## src/rtl/spi_rb_pkg.sv

```systemverilog
package spi_rb_pkg;
  localparam int FRAME_W  = 16;
  localparam int BYTE_W   = 8;
  localparam int ADDR_W   = 7;
  localparam int N_STAT   = 8;
  localparam logic [ADDR_W-1:0] WK_LVL_ADDR = 7'h48;
  localparam int FAIL_REG = 2;
  localparam int FAIL_BIT = 0;

  typedef enum logic [1:0] {
    KIND_NONE,
    KIND_STAT,
    KIND_WKLVL,
    KIND_CTRL
  } reg_kind_e;

  // summary order is behaviour: 0x41..0x47 then 0x4C
  function automatic logic [ADDR_W-1:0] stat_addr(input int idx);
    return (idx < 7) ? ADDR_W'(32'h41 + idx) : 7'h4C;
  endfunction
endpackage

```

## src/rtl/spi_rb_frontend.sv

```systemverilog
module spi_rb_frontend #(
  parameter int FW = 16,
  parameter int BW = 8
) (
  input  logic          clk_i,
  input  logic          rst_ni,
  input  logic          csn_i,
  input  logic          sclk_i,
  input  logic          sdi_i,
  output logic          sdo_o,
  input  logic [BW-1:0] summary_i,
  input  logic [BW-1:0] rdata_i,
  output logic          hdr_valid_o,
  output logic [FW-1:0] frame_o,
  output logic          frame_end_o,
  output logic          frame_good_o
);
  localparam int CNT_W = $clog2(FW + 2);
  localparam int IDX_W = $clog2(FW);

  logic [1:0] csn_s, sclk_s, sdi_s;
  logic csn_d, sclk_d;
  logic [CNT_W-1:0] cnt_q;
  logic [IDX_W-1:0] idx_q;
  logic [FW-1:0] rx_q, tx_q;

  always_ff @(posedge clk_i or negedge rst_ni) begin
    if (!rst_ni) begin
      csn_s  <= 2'b11;
      sclk_s <= 2'b00;
      sdi_s  <= 2'b00;
      csn_d  <= 1'b1;
      sclk_d <= 1'b0;
    end else begin
      csn_s  <= {csn_s[0], csn_i};
      sclk_s <= {sclk_s[0], sclk_i};
      sdi_s  <= {sdi_s[0], sdi_i};
      csn_d  <= csn_s[1];
      sclk_d <= sclk_s[1];
    end
  end

  logic active, csn_fall, csn_rise, sclk_rise, sclk_fall;
  assign active    = ~csn_s[1];
  assign csn_fall  = csn_d & ~csn_s[1];
  assign csn_rise  = ~csn_d & csn_s[1];
  assign sclk_rise = active & ~sclk_d & sclk_s[1];
  assign sclk_fall = active & sclk_d & ~sclk_s[1];

  always_ff @(posedge clk_i or negedge rst_ni) begin
    if (!rst_ni) begin
      cnt_q        <= '0;
      idx_q        <= '0;
      rx_q         <= '0;
      tx_q         <= '0;
      hdr_valid_o  <= 1'b0;
      frame_end_o  <= 1'b0;
      frame_good_o <= 1'b0;
    end else begin
      hdr_valid_o  <= sclk_rise && (cnt_q == CNT_W'(BW - 1));
      frame_end_o  <= csn_rise;
      frame_good_o <= csn_rise && (cnt_q == CNT_W'(FW));
      if (csn_fall) begin
        cnt_q <= '0;
        idx_q <= '0;
        tx_q  <= {{(FW-BW){1'b0}}, summary_i};
      end else begin
        if (sclk_rise) begin
          rx_q <= {sdi_s[1], rx_q[FW-1:1]};
          if (cnt_q != CNT_W'(FW + 1)) cnt_q <= cnt_q + 1'b1;
        end
        if (sclk_fall && idx_q != IDX_W'(FW - 1)) idx_q <= idx_q + 1'b1;
        if (hdr_valid_o) tx_q[FW-1:BW] <= rdata_i;
      end
    end
  end

  assign sdo_o   = tx_q[idx_q];
  assign frame_o = rx_q;
endmodule

```

## src/rtl/spi_rb_stat_bank.sv

```systemverilog
module spi_rb_stat_bank #(
  parameter int N = 8,
  parameter int W = 8,
  localparam int IW = (N > 1) ? $clog2(N) : 1
) (
  input  logic           clk_i,
  input  logic           rst_ni,
  input  logic [N*W-1:0] set_i,
  input  logic           clr_en_i,
  input  logic [IW-1:0]  clr_idx_i,
  input  logic [W-1:0]   clr_mask_i,
  output logic [N*W-1:0] stat_o,
  output logic [N-1:0]   summary_o
);
  for (genvar g = 0; g < N; g++) begin : g_reg
    logic [W-1:0] q;
    logic [W-1:0] clr;
    assign clr = (clr_en_i && clr_idx_i == IW'(g)) ? clr_mask_i : '0;
    always_ff @(posedge clk_i or negedge rst_ni) begin
      if (!rst_ni) q <= '0;
      else         q <= (q & ~clr) | set_i[g*W +: W];  // set beats clear
    end
    assign stat_o[g*W +: W] = q;
    assign summary_o[g]     = |q;
  end
endmodule

```

## src/rtl/spi_rb_ctrl_bank.sv

```systemverilog
module spi_rb_ctrl_bank #(
  parameter int N = 4,
  parameter int W = 8,
  localparam int IW = (N > 1) ? $clog2(N) : 1
) (
  input  logic           clk_i,
  input  logic           rst_ni,
  input  logic           wr_en_i,
  input  logic [IW-1:0]  wr_idx_i,
  input  logic [W-1:0]   wr_data_i,
  output logic [N*W-1:0] ctrl_o
);
  for (genvar g = 0; g < N; g++) begin : g_reg
    logic [W-1:0] q;
    always_ff @(posedge clk_i or negedge rst_ni) begin
      if (!rst_ni)                                 q <= '0;
      else if (wr_en_i && wr_idx_i == IW'(g))      q <= wr_data_i;
    end
    assign ctrl_o[g*W +: W] = q;
  end
endmodule

```

## src/rtl/spi_status_regbank.sv

```systemverilog
module spi_status_regbank
  import spi_rb_pkg::*;
#(
  parameter int                N_CTRL    = 4,
  parameter logic [ADDR_W-1:0] CTRL_BASE = 7'h01
) (
  input  logic                     clk_i,
  input  logic                     rst_ni,
  input  logic                     blocked_i,
  input  logic                     csn_i,
  input  logic                     sclk_i,
  input  logic                     sdi_i,
  output logic                     sdo_o,
  input  logic [N_STAT*BYTE_W-1:0] evt_i,
  input  logic [BYTE_W-1:0]        wk_lvl_i
);
  localparam int SW  = N_STAT * BYTE_W;
  localparam int CW  = N_CTRL * BYTE_W;
  localparam int SIW = $clog2(N_STAT);
  localparam int CIW = (N_CTRL > 1) ? $clog2(N_CTRL) : 1;

  logic              hdr_valid, frame_end, frame_good;
  logic [FRAME_W-1:0] frame;
  logic [BYTE_W-1:0] summary, rdata, snap_q;
  logic [SW-1:0]     stat_q, set_v;
  logic [CW-1:0]     ctrl_q;
  reg_kind_e         kind_d, kind_q;
  logic [SIW-1:0]    sidx_d, sidx_q;
  logic [CIW-1:0]    cidx_d, cidx_q;
  logic [ADDR_W-1:0] hdr_addr;
  logic              commit, acc, clr_any, wr_en, bad_frame;

  spi_rb_frontend #(.FW(FRAME_W), .BW(BYTE_W)) u_fe (
    .clk_i, .rst_ni, .csn_i, .sclk_i, .sdi_i, .sdo_o,
    .summary_i   (summary),
    .rdata_i     (rdata),
    .hdr_valid_o (hdr_valid),
    .frame_o     (frame),
    .frame_end_o (frame_end),
    .frame_good_o(frame_good)
  );

  // after 8 shifts the header byte sits in the upper half
  assign hdr_addr = frame[FRAME_W-2:BYTE_W];

  always_comb begin
    kind_d = KIND_NONE;
    sidx_d = '0;
    cidx_d = '0;
    rdata  = '0;
    for (int i = 0; i < N_STAT; i++) begin
      if (hdr_addr == stat_addr(i)) begin
        kind_d = KIND_STAT;
        sidx_d = SIW'(i);
        rdata  = stat_q[i*BYTE_W +: BYTE_W];
      end
    end
    if (hdr_addr == WK_LVL_ADDR) begin
      kind_d = KIND_WKLVL;
      rdata  = wk_lvl_i;
    end
    for (int i = 0; i < N_CTRL; i++) begin
      if (hdr_addr == ADDR_W'(int'(CTRL_BASE) + i)) begin
        kind_d = KIND_CTRL;
        cidx_d = CIW'(i);
        rdata  = ctrl_q[i*BYTE_W +: BYTE_W];
      end
    end
  end

  always_ff @(posedge clk_i or negedge rst_ni) begin
    if (!rst_ni) begin
      kind_q <= KIND_NONE;
      sidx_q <= '0;
      cidx_q <= '0;
      snap_q <= '0;
    end else if (hdr_valid) begin
      kind_q <= kind_d;
      sidx_q <= sidx_d;
      cidx_q <= cidx_d;
      snap_q <= rdata;
    end
  end

  assign acc       = frame[BYTE_W-1];
  assign commit    = frame_end & frame_good & ~blocked_i;
  assign bad_frame = frame_end & ~frame_good & ~blocked_i;
  assign clr_any   = commit & acc & (kind_q == KIND_STAT);
  assign wr_en     = commit & acc & (kind_q == KIND_CTRL);

  always_comb begin
    set_v = evt_i;
    set_v[FAIL_REG*BYTE_W + FAIL_BIT] = evt_i[FAIL_REG*BYTE_W + FAIL_BIT] | bad_frame;
  end

  spi_rb_stat_bank #(.N(N_STAT), .W(BYTE_W)) u_stat (
    .clk_i, .rst_ni,
    .set_i     (set_v),
    .clr_en_i  (clr_any),
    .clr_idx_i (sidx_q),
    .clr_mask_i(snap_q),
    .stat_o    (stat_q),
    .summary_o (summary)
  );

  spi_rb_ctrl_bank #(.N(N_CTRL), .W(BYTE_W)) u_ctrl (
    .clk_i, .rst_ni,
    .wr_en_i  (wr_en),
    .wr_idx_i (cidx_q),
    .wr_data_i(frame[FRAME_W-1:BYTE_W]),
    .ctrl_o   (ctrl_q)
  );
endmodule

```

## config.mk

```make
export PLATFORM = sky130hd
export DESIGN_NAME = spi_status_regbank
export DESIGN_NICKNAME = d
export VERILOG_FILES = /design/src/rtl/spi_rb_pkg.sv /design/src/rtl/spi_rb_frontend.sv /design/src/rtl/spi_rb_stat_bank.sv /design/src/rtl/spi_rb_ctrl_bank.sv /design/src/rtl/spi_status_regbank.sv
export SDC_FILE = /design/constraint.sdc
export NUM_CORES = 1
export LEC_CHECK = 0
export ABC_AREA = 1
export CORE_ASPECT_RATIO = 0.8
export CORE_MARGIN = 3
export CORE_UTILIZATION = 51
export CTS_CLUSTER_DIAMETER = 150
export DETAILED_ROUTE_END_ITERATION = 10
export HOLD_SLACK_MARGIN = 0.03
export PLACE_DENSITY = 0.76
export SYNTH_ARGS = -nofsm -noshare
export SYNTH_HDL_FRONTEND = slang
export SYNTH_SLANG_ARGS = --single-unit
```

## constraint.sdc

```tcl
create_clock -name clk_i -period 2.3 [get_ports clk_i]
set_clock_uncertainty 0.1 [all_clocks]
set_input_delay 0.23 -clock clk_i [delete_from_list [all_inputs] [get_ports clk_i]]
set_output_delay 0.23 -clock clk_i [all_outputs]
set_load 0.01 [all_outputs]
```

==> impl_metrics.env <==
export IMPL_outcome="finished clean"
export IMPL_yosysWarningCount=0
export IMPL_ys_types=37
export IMPL_crit_path_top_delay_cell="dfrtp_1"
export IMPL_fp_dieH_um=113
export IMPL_vias=6935
export IMPL_r2r_start="u_fe.frame_o[14]"
export IMPL_p_int_w=0.00489
export IMPL_synth_area_leader_cell="dfrtp_1"
export IMPL_synth_nets=969
export IMPL_areaGrowthSynthToFinish_pct=26.2
export IMPL_cp_required_ns=2.57
export IMPL_relSlewSlack_pct=60.7
export IMPL_num_nets_final=1088
export IMPL_ys_seq_area_share_pct=53.1
export IMPL_regToRegSetupSlack_ns=0.03
export IMPL_cap_violations=0
export IMPL_dieArea_um2=15900
export IMPL_antenna_cells=0
export IMPL_timing_critical_path_to="u_fe.tx_q[8]"
export IMPL_combPwrFrac_pct=12.1
export IMPL_max_vdd_ir_drop_mv=0.709
export IMPL_dpl_cell_area_um2=8540
export IMPL_numPortBuffers=78
export IMPL_core_rowCount=38
export IMPL_wl_per_cell_um=19.2
export IMPL_drtIter0Drc=813
export IMPL_crit_start="u_fe.frame_o[14]"
export IMPL_die_w_um=140
export IMPL_finalWirelength_um=23000
export IMPL_grt_max_degree=62
export IMPL_cp_end_kind="register"
export IMPL_timing_final_crit_period_ns=2.27
export IMPL_gp_congestion=1.02
export IMPL_dp_cells=1158
export IMPL_core_area_um2=13800
export IMPL_arrival_ns=2.55
export IMPL_grt_overflow_total=0
export IMPL_swShare_pct=25.4
export IMPL_cts_tree="yes"
export IMPL_synth_flop_cell="dfrtp_1"
export IMPL_worstPathCellList="inv_2 -> nor2_8 -> buf_4 -> nand4_1 -> buf_4 -> nand2_1 -> nor3_1 -> nand2_1 -> nand3_1 -> nand2_1 -> nand2_1 -> nand3_1 -> nand2_1"
export IMPL_crit_type="register to register"
export IMPL_antenna_found_initial=0
export IMPL_fin_crit_sh_pct=98.8
export IMPL_drive_gt1_share_pct=11.8
export IMPL_switching_power_w=0.00167
export IMPL_synthTopCellsByArea="dfrtp_1 (52%), nand2_1 (11%), o21ai_0 (7.2%), inv_1 (5.5%), nor2_1 (3.7%)"
export IMPL_seqPwrFrac_pct=43.4
export IMPL_drtPass1Iterations=5
export IMPL_cts_root_buffer="clkbuf_16"
export IMPL_setup_violations=0
export IMPL_r2r_end="u_fe.tx_q[8]"
export IMPL_initial_core_util_pct=53.2
export IMPL_clk_pin_slew_ns=0.06
export IMPL_ioPinCount=79
export IMPL_worst_slew_pin_slew_ns=0.590
export IMPL_synth_edf_count=0
export IMPL_detail_route_vias_per_cell=5.78
export IMPL_design_area_um2=9290
export IMPL_cp_max_fo=8
export IMPL_pwr_share_clk_pct=44.5
export IMPL_synth_area_per_cell_um2=8.29
export IMPL_syn_inst=887
export IMPL_regArea_um2=3910
export IMPL_async_flop_share_pct=100
export IMPL_synth_top_area_share_pct=52.0
export IMPL_syn_cell_area_um2=7360
export IMPL_hp_class="primary input to register"
export IMPL_grt_pass1_vias=6616
export IMPL_route_antenna_remaining_nets=0
export IMPL_clockBufferDepth=2
export IMPL_synth_seq_cells=156
export IMPL_insertion_delay_ns=0.44
export IMPL_grt_usage_pct=29.8
export IMPL_cts_made_buffers=17
export IMPL_max_freq_ghz=0.440
export IMPL_r2r_cells=13
export IMPL_cpPeakStageDelay_ns=0.46
export IMPL_final_core_util_pct=67.1
export IMPL_start_kind="register"
export IMPL_fin_cells=1199
export IMPL_h_tree_depth=4
export IMPL_final_hold_viol_count=0
export IMPL_power_density_nw_per_um2=707
export IMPL_slew_viol_final=0
export IMPL_cts_sinks=156
export IMPL_synth_top_cells_by_count="nand2_1 (214), dfrtp_1 (153), inv_1 (107), o21ai_0 (106), nor2_1 (73)"
export IMPL_post_synth_top_count_cell="nand2_1"
export IMPL_drc=0
export IMPL_fillers=1164
export IMPL_p_leak_nw=4.35
export IMPL_grt_first_pass_wirelength_um=36300
export IMPL_cp_common_cell="nand2_1"
export IMPL_multi_input_area_um2=2990
export IMPL_dp_hpwl_um=16400
registers in the layout (all words and copies together), names as in the netlist, 2 cells and up:
name	flops
u_fe.sclk_s	2
cidx_q	2
u_fe.frame_o	9
sidx_q	3
u_fe.idx_q	4
u_stat.g.q	64
u_fe.csn_s	2
u_fe.sdi_s	2
u_fe.cnt_q	5
snap_q	8
u_ctrl.g.q	32
kind_q	2
u_fe.tx_q	16
power groups by stage:
stage                     sequential, W  combinational [W]  clock, W
after floorplan                 0.00287           0.000360         0
after detailed placement        0.00289           0.000692         0
after global placement          0.00289           0.000686         0
after global routing            0.00285           0.000861   0.00307
final                           0.00285           0.000794   0.00292
after CTS                       0.00284           0.000718   0.00293
critical path: cells and delay by family, from the launching register on:
| family | cells | cell delay [ns] |
|---|---|---|
| buffers and inverters | 3 | 0.49 |
| flip-flops | 1 | 0.46 |
| AND/OR/NAND/NOR | 10 | 1.16 |
cells by family (layout without fill, tap and decap cells):
logic type | after synthesis | in the layout | share of synthesized area, %
AO/OA/AOI/OAI | 197 | 197 | 15.0
adder cells (fa/ha/maj) | 4 | 4 | 0.680
buffers and inverters | 136 | 268 | 7.01
flip-flops | 156 | 156 | 53.1
multiplexers | 4 | 4 | 0.544
AND/OR/NAND/NOR | 390 | 390 | 23.7
final cells by class:
class / count / area share (%)
Multi-Input combinational cell: 595 / 32.2
Tap cell: 180 / 2.43
Inverter: 119 / 4.84
Clock buffer: 20 / 5.03
Sequential cell: 156 / 42.1
Clock inverter: 12 / 1.55
Timing Repair Buffer: 117 / 11.8
worst min path at each step:
stage | from | endpoint | slack [ns] | cells after the start
global placement | rst_ni | u_ctrl.g_reg[2].q[6] | 0.14 | 1
CTS | csn_i | u_fe.csn_s[0] | 0.09 | 1
finish | csn_i | u_fe.csn_s[0] | 0.1 | 1
global route | csn_i | u_fe.csn_s[0] | 0.09 | 1
detailed placement | rst_ni | snap_q[6] | 0.15 | 1
floorplan | rst_ni | cidx_q[0] | -0.17 | 0
placed cells by master, fill, tap and decap left out, drive strengths merged, types with 6 or more instances in the layout:
cell type      netlist  layout
a21oi               34      34
a31oi                9       9
buf                  4      39
clkbuf              13      20
clkdlybuf4s50        0      76
clkinv               0       7
dfrtp              153     153
inv                119     119
nand2              218     218
nand3               37      37
nand4               15      15
nor2                84      84
nor3                10      10
nor4                20      20
o2111ai              6       6
o21ai              116     116
o21bai              19      19
metrics by stage:
stage	hold slack (ns)	total power, W	setup slack (ns)	TNS (ns)
6_report	0.0972	0.00656	0.0273	0
5_1_grt	0.0884	0.00678	-0.0278	-0.0383
4_1_cts	0.0902	0.00649	0.00925	0
3_5_place_dp	0.146	0.00358	0.113	0
3_3_place_gp	0.136	0.00358	0.0868	0
2_1_floorplan	-0.166	0.00323	0.507	0
layer usage:
| layer | track usage, % | vias to the layer above | wire [um] |
|---|---|---|---|
| met1 | 44.2 | 3306 | 10100 |
| li1 | - | 3165 | - |
| met5 | 0 | - | 0 |
| met4 | 9.04 | 0 | 446 |
| met2 | 42.7 | 411 | 9850 |
| met3 | 8.42 | 53 | 2620 |
repair_timing:
action                                 4_1_cts  5_1_grt
hold buffers                                 1        0
pin swaps                                    0        1
cloned                                       0        0
setup buffers                                3        5
endpoints found under the hold margin       54        0
setup endpoints to repair                    1       10
gates resized for setup                      4       14
(Power assumes the default switching activity.)
